--- config.mk ---
export PLATFORM = sky130hd
export DESIGN_NAME = dual_reload_timer
export DESIGN_NICKNAME = d
export VERILOG_FILES = /design/src/rtl/dual_reload_timer.sv
export SDC_FILE = /design/constraint.sdc
export NUM_CORES = 1
export LEC_CHECK = 0
export BUFFER_PORTS_ARGS = -buffer_cell sky130_fd_sc_hd__clkbuf_2
export CAP_MARGIN = 20
export CORE_UTILIZATION = 40
export DETAILED_ROUTE_END_ITERATION = 16
export GPL_TIMING_DRIVEN = 0
export SYNTH_ARGS = -nofsm -noshare
export SYNTH_HDL_FRONTEND = slang
export SYNTH_SLANG_ARGS = --single-unit
--- constraint.sdc ---
create_clock -name clk -period 2.5 [get_ports clk]
set_input_delay 0.5 -clock clk [delete_from_list [all_inputs] [get_ports clk]]
set_output_delay 0.5 -clock clk [all_outputs]
set_load 0.02 [all_outputs]
--- src/rtl/dual_reload_timer.sv ---
module dual_reload_timer #(
  parameter int W       = 8,
  parameter int DIV_LOG = 3,
  parameter int AW      = 3
) (
  input  logic          clk,
  input  logic          rst_n,
  input  logic [AW-1:0] bus_addr,
  input  logic          bus_wr,
  input  logic [W-1:0]  bus_wdata,
  output logic [W-1:0]  bus_rdata,
  input  logic [1:0]    irq_ack,
  output logic [1:0]    irq_req
);
  localparam int PSW = W - 2;
  localparam int PCW = PSW + DIV_LOG;
  localparam logic [AW-1:0] A_CTRL = AW'(0);
  localparam logic [AW-1:0] A_T0   = AW'(1);
  localparam logic [AW-1:0] A_P0   = AW'(2);
  localparam logic [AW-1:0] A_T1   = AW'(3);
  localparam logic [AW-1:0] A_P1   = AW'(4);

  logic [1:0][W-1:0] cnt_a, load_a;
  logic [1:0]        run_a, modn_a, irq_a;
  logic              clk1_int_q;

  wire ctrl_wr = bus_wr && (bus_addr == A_CTRL);

  always_ff @(posedge clk or negedge rst_n)
    if (!rst_n) clk1_int_q <= 1'b0;
    else if (bus_wr && bus_addr == A_P1) clk1_int_q <= bus_wdata[1];

  for (genvar i = 0; i < 2; i++) begin : g_tmr
    localparam logic [AW-1:0] A_LD = (i == 0) ? A_T0 : A_T1;
    localparam logic [AW-1:0] A_PS = (i == 0) ? A_P0 : A_P1;

    logic [W-1:0]   cnt, ld;
    logic [PSW-1:0] scale;
    logic [PCW-1:0] ph;
    logic           run, modn, irq;

    wire src      = (i == 0) ? 1'b1 : clk1_int_q;
    wire load_hit = ctrl_wr && bus_wdata[2*i];
    wire adv      = run && src;
    wire at_lim   = (ph == {scale, {DIV_LOG{1'b1}}});
    wire tick     = adv && at_lim;
    wire term     = tick && (cnt == {{(W-1){1'b0}}, 1'b1});

    always_ff @(posedge clk)
      if (bus_wr && bus_addr == A_PS) scale <= bus_wdata[W-1:2];

    always_ff @(posedge clk or negedge rst_n)
      if (!rst_n) begin
        cnt  <= '0;
        ld   <= '0;
        ph   <= '0;
        run  <= 1'b0;
        modn <= 1'b0;
        irq  <= 1'b0;
      end else begin
        if (bus_wr && bus_addr == A_LD) ld <= bus_wdata;
        if (bus_wr && bus_addr == A_PS) modn <= bus_wdata[0];
        if (load_hit) begin
          cnt <= ld;
          ph  <= '0;
        end else begin
          if (tick) cnt <= term ? ld : cnt - 1'b1;
          if (adv)  ph  <= at_lim ? '0 : ph + 1'b1;
        end
        if (ctrl_wr)            run <= bus_wdata[2*i+1];
        else if (term && !modn) run <= 1'b0;
        if (term)            irq <= 1'b1;
        else if (irq_ack[i]) irq <= 1'b0;
      end

    assign cnt_a[i]  = cnt;
    assign load_a[i] = ld;
    assign run_a[i]  = run;
    assign modn_a[i] = modn;
    assign irq_a[i]  = irq;
  end

  assign irq_req = irq_a;

  always_comb begin
    bus_rdata = '0;
    case (bus_addr)
      A_CTRL: bus_rdata = {{(W-4){1'b0}}, run_a[1], 1'b0, run_a[0], 1'b0};
      A_T0:   bus_rdata = cnt_a[0];
      A_T1:   bus_rdata = cnt_a[1];
      default: bus_rdata = '0;
    endcase
  end
endmodule

## After elaboration in Yosys (flattened, before gate mapping)

Cells that the tools add are included.

| storage, ports and cells | value |
|---|---|
| bits of input ports | 16 |
| output and inout bits | 10 |
| flip-flop bits (word level) | 69 |

| operators by class | value |
|---|---|
| reductions and logical operators | 25 |
| eq/ne operators | 8 |
| multiplexer cells | 21 |
| add/sub/neg operators | 4 |

Operators by type and width:

| kind | count |
|---|---|
| 9-bit 2-to-1 mux | 6 |
| 8-bit 2-to-1 mux | 6 |
| 8-bit one-hot mux with 3 select lines | 1 |
| 9-bit by 1-bit adder with 9-bit output, second input constant | 2 |
| 9-bit equality test | 2 |
| 8-bit by 1-bit equality test with 1-bit output, second input constant | 2 |
| 2-bit nonzero test | 8 |
| 8-bit by 1-bit subtractor with 8-bit output, second input constant | 2 |
| 1-bit logical AND | 14 |
| 1-bit 2-to-1 mux | 8 |
| 3-bit by 2-bit equality test with 1-bit output, second input constant | 2 |
| 3-bit by 1-bit equality test with 1-bit output, second input constant | 1 |
| 3-bit equality test, second input constant | 1 |
| 3-bit zero test | 1 |
| 1-bit zero test | 2 |

## Depth between registers and ports, before layout

| depth | value |
|---|---|
| word-level depth | 6 |
| depth in mapped cells | 8 |
| depth with buffers taken out | 7 |

## Least setup slack after synthesis

OpenSTA, ideal clock, no wires.

| timing | value |
|---|---|
| path type | register -> register |
| start | reg g_tmr[0].ph[0] |
| end | reg g_tmr[0].cnt[4] |
| stages on the path, launching flop included | 8 |
| arrival | 1,925 ps |
| path slack | 453 ps |
| required time | 2,378 ps |
| cells stage by stage | dfrtp_1 > ha_1 > and3_4 > nand4b_1 > or4b_4 > buf_6 > or3_1 > o2111a_1 |

| on the way | value |
|---|---|
| longest elaborated chain between the ends | 6 |

Ends and longest elaborated chain:

| item | RTL line | RTL |
|---|---|---|
| from (decl) | 39 | `logic [PCW-1:0] ph;` |
| from (signal assigned) | 68 | `if (adv) ph <= at_lim ? '0 : ph + 1'b1;` |
| 9-bit equality test (*) | 45 | `wire at_lim = (ph == {scale, {DIV_LOG{1'b1}}});` |
| 1-bit logical AND (*) | 46 | `wire tick = adv && at_lim;` |
| 1-bit logical AND | 47 | `wire term = tick && (cnt == {{(W-1){1'b0}}, 1'b1});` |
| 8-bit 2-to-1 mux (2 in series) | 67 | `if (tick) cnt <= term ? ld : cnt - 1'b1;` |
| 8-bit 2-to-1 mux | 63 | `if (load_hit) begin` |
| to (signal assigned) | 64 | `cnt <= ld;` |
| to (signal assigned) | 67 |  |
| to (decl) | 37 | `logic [W-1:0] cnt, ld;` |

Mark *: on every way between the ends. The rest lies on a longest branch, timed or not. The select of a mux whose other input is x is not followed.
A chain may end at the register's enable or synchronous reset.

## Final worst setup path

| timing | value |
|---|---|
| start | in bus_addr[1] |
| end | out bus_rdata[3] |

| on the way | value |
|---|---|
| longest elaborated chain between the ends | 2 |

Ends and longest elaborated chain:

| item | RTL line | RTL |
|---|---|---|
| from (decl) | 8 | `input logic [AW-1:0] bus_addr,` |
| 3-bit by 2-bit equality test with 1-bit output (tied with other cells) | 87 | `case (bus_addr)` |
| 8-bit one-hot mux with 3 select lines (*) | 87 |  |
| to (decl) | 11 | `output logic [W-1:0] bus_rdata,` |

Mark *: on every way between the ends. The rest lies on a longest branch, timed or not.

==> results.yml <==
synthesis:
  yosysWarnings: 0
  syn-num-nets: 378
  synthCells: 356
  yosysUniqueCellTypes: 62
  synth_commonest_cells: "dfrtp_1, nor2_1, nand2_1"
  yosys_register_bits: 69
  synth.avg_cell_area_um2: 10.41
  synth.most_common_cell: "dfrtp_1"
  synthTopCellsByArea: "dfrtp_1, edfxtp_1, mux2_2, nor2_1, xor2_1"
  synth_edf_count: 12
  ys_seq_area_share_pct: 48.21
  async_reset_ff_share_pct: 82.61
  synth.top_cell.area_share_pct: 38.49
  synthFlopType: "dfrtp_1"
  synthesis.area_um2: 3706
  yosys.area.top_type: "dfrtp_1"
clocking:
  cts_resized: 0
  ctsHoldBuffers: 0
  post-cts-setup-buffers: 0
  cts_root_buf: "clkbuf_8"
  clk-insertion-delay-late_ns: 0.35
  cts_buffers: 9
  cts_tree: "done"
  path_clk_slew_ns: 0.08
  h-tree-depth: 3
  clock-sinks: 69
  cts.path.max_buffers: 2
layout:
  fin_area_um2: 4175
  diodes: 0
  area_growth_pct: 12.66
  nets: 415
  drive_above_1_share_pct: 20.60
setup_path:
  start_kind: "input port"
  crit_path_max_incr_delay_ns: 0.39
  worstPathRequired_ns: 2.00
  critPathBufInv: 3
  cp.arrival_ns: 1.76
  cp_max_fo: 10
  crit_chain: "clkbuf_2, clkbuf_2, mux2_2, a22oi_1, nor2_1, clkbuf_2"
  endpoint_kind: "primary output"
  worst-setup-path-type: "in2out"
  crit_path_frequent_cell: "clkbuf_2"
  critPathTopFamily: "buffers and inverters"
  critPathSlowestCell: "mux2_2"
timing:
  period_minus_slack_ns: 2.264
  relSlewSlack_pct: 43.53
  hold_viol: 0
  slew_viol_final: 0
  tightest_slew_ns: 0.8406
  max_freq_mhz: 441.8
  setup_tns_ns: 0
  clock_skew_ns: 0.01383
  rsz0062_at_grt: "no"
  finalCritPeriodShare_pct: 90.55
  setup_violations: 0
global_routing:
  grt_pass1_wl_um: 14430
  grt_use_total_pct: 19.26
  grt_antenna_before_repair: 0
  first_global_vias: 2801
  grt_max_degree: 58
  overflow: 0
floorplan:
  coreArea_um2: 8848
  die_y_um: 98.26
  io_pins: 26
  die-area_um2: 9654
  start_util_pct: 41.88
  rows: 34
  die_w_um: 98.26
placed_design:
  io_buffers: 25
  hpwl_um: 6085
  gp_congestion: 0.8293
  dpl_cell_area_um2: 3983
run_status:
  violations: "design-rule violations"
  status: "finished, violations left"
power_and_ir_drop:
  p_leak_nw: 1.803
  peakVddDrop_mv: 0.3151
  power_density_nw_per_um2: 787.6
  power.total_mw: 3.288
routing:
  num_vias: 2781
  wl_per_cell_um: 16.67
  final_antenna_net_count: 0
  drc_errors: 1
  drt_iter0_drc: 125
  viasPerCell: 5.496
  firstDrtPassIters: 10
  postRouteWirelength_um: 8434
run:
  cap_violations: 0
worst_hold_path:
  hold_path_class: "in2async"
-- cell families (layout without fill, tap and decap cells) --
| family | Yosys count | after routing | synth area share [%] |
|---|---|---|---|
| xor+xnor | 26 | 26 | 6.144 |
| buf+inv | 29 | 71 | 3.376 |
| flops | 69 | 69 | 48.21 |
| fa+ha+maj | 6 | 6 | 2.026 |
| compound gates | 59 | 59 | 11.01 |
| mux | 27 | 27 | 7.900 |
| simple gates | 140 | 140 | 21.34 |
-- sequential cells by signal, indices dropped and copies added (netlist names) --
| register | flops |
|---|---|
| g_tmr.ph | 18 |
| g_tmr.scale | 12 |
| g_tmr.adv | 1 |
| clk1_int_q | 1 |
| g_tmr.run | 1 |
| g_tmr.ld | 16 |
| g_tmr.cnt | 16 |
| g_tmr.irq | 2 |
| g_tmr.modn | 2 |
-- power breakdown --
group          total, mW  internal (mW)  switching [mW]
clock              0.906          0.459           0.446
sequential          1.62           1.38           0.242
combinational      0.765          0.361           0.404
-- cell type report --
type / instances / area [um^2]
Timing Repair Buffer: 26 / 135.1
Clock inverter: 6 / 63.81
Buffer: 11 / 58.81
Fill cell: 830 / 4673
Clock buffer: 10 / 127.6
Sequential cell: 69 / 1787
Multi-Input combinational cell: 258 / 1800
Tap cell: 108 / 135.1
Inverter: 18 / 67.56
-- cell usage in the layout, fill, tap and decap left out, drive strengths merged, types with 3 or more instances in the layout --
cell type and count:
o31ai 3, nand3 10, a22oi 4, and2 4, clkbuf 43, or3 3
dfrtp 57, nor2 41, o211ai 3, inv 18, xnor2 10, nand2 28
clkinv 3, mux2 18, buf 4, or4b 3, o21ai 13, nor4b 3
and3 9, nand4 3, or4 5, o22ai 8, nand4b 3, a31oi 3
nor3b 3, nand2b 3, a2bb2oi 3, a21oi 9, edfxtp 12, xor2 16
nor4 5, o211a 3, ha 6, nor3 12, mux2i 9
-- worst reg2reg max path, delay by kind of cell, from the launching register on --
family          cells  cell delay [ns]
simple gates        2             1.05
compound gates      2             0.65
flops               1             0.45
-- per-layer routing --
layer  part of all wire (%)  global-route usage, %  vias up
li1                       -                      -     1359
met1                     48                  27.24     1349
met2                     45                  29.47       69
met3                    6.1                  3.436        4
met4                   0.70                  7.348        0
met5                      0                      0        -
-- final timing paths --
path,from,end,slack [ns],cells past startpoint
worst min-delay path,rst_n,g_tmr[0].ld[6],0.25,1
worst min register to register,g_tmr[0].ld[7],g_tmr[0].ld[7],0.51,1
max in group asynchronous,rst_n,g_tmr[1].ph[8],1.73,1
worst max-delay path,bus_addr[1],bus_rdata[3],0.24,6
min in group clk,irq_ack[1],g_tmr[1].irq,0.34,2
worst max register to register,g_tmr[0].cnt[5],g_tmr[0].cnt[7],0.24,4
-- metrics by stage --
step                hold slack (ns)  instances  utilization, %  setup WS, ns
global placement             0.4879        489           44.82      -0.02777
floorplan                    0.2044        356               -        0.4533
CTS                          0.2770        506           47.17       0.04515
detailed placement           0.4954        490           45.01       0.03168
finish                       0.2450        506           47.19        0.2364
global route                 0.3222        506           47.19        0.1422
(Power assumes the default switching activity.)
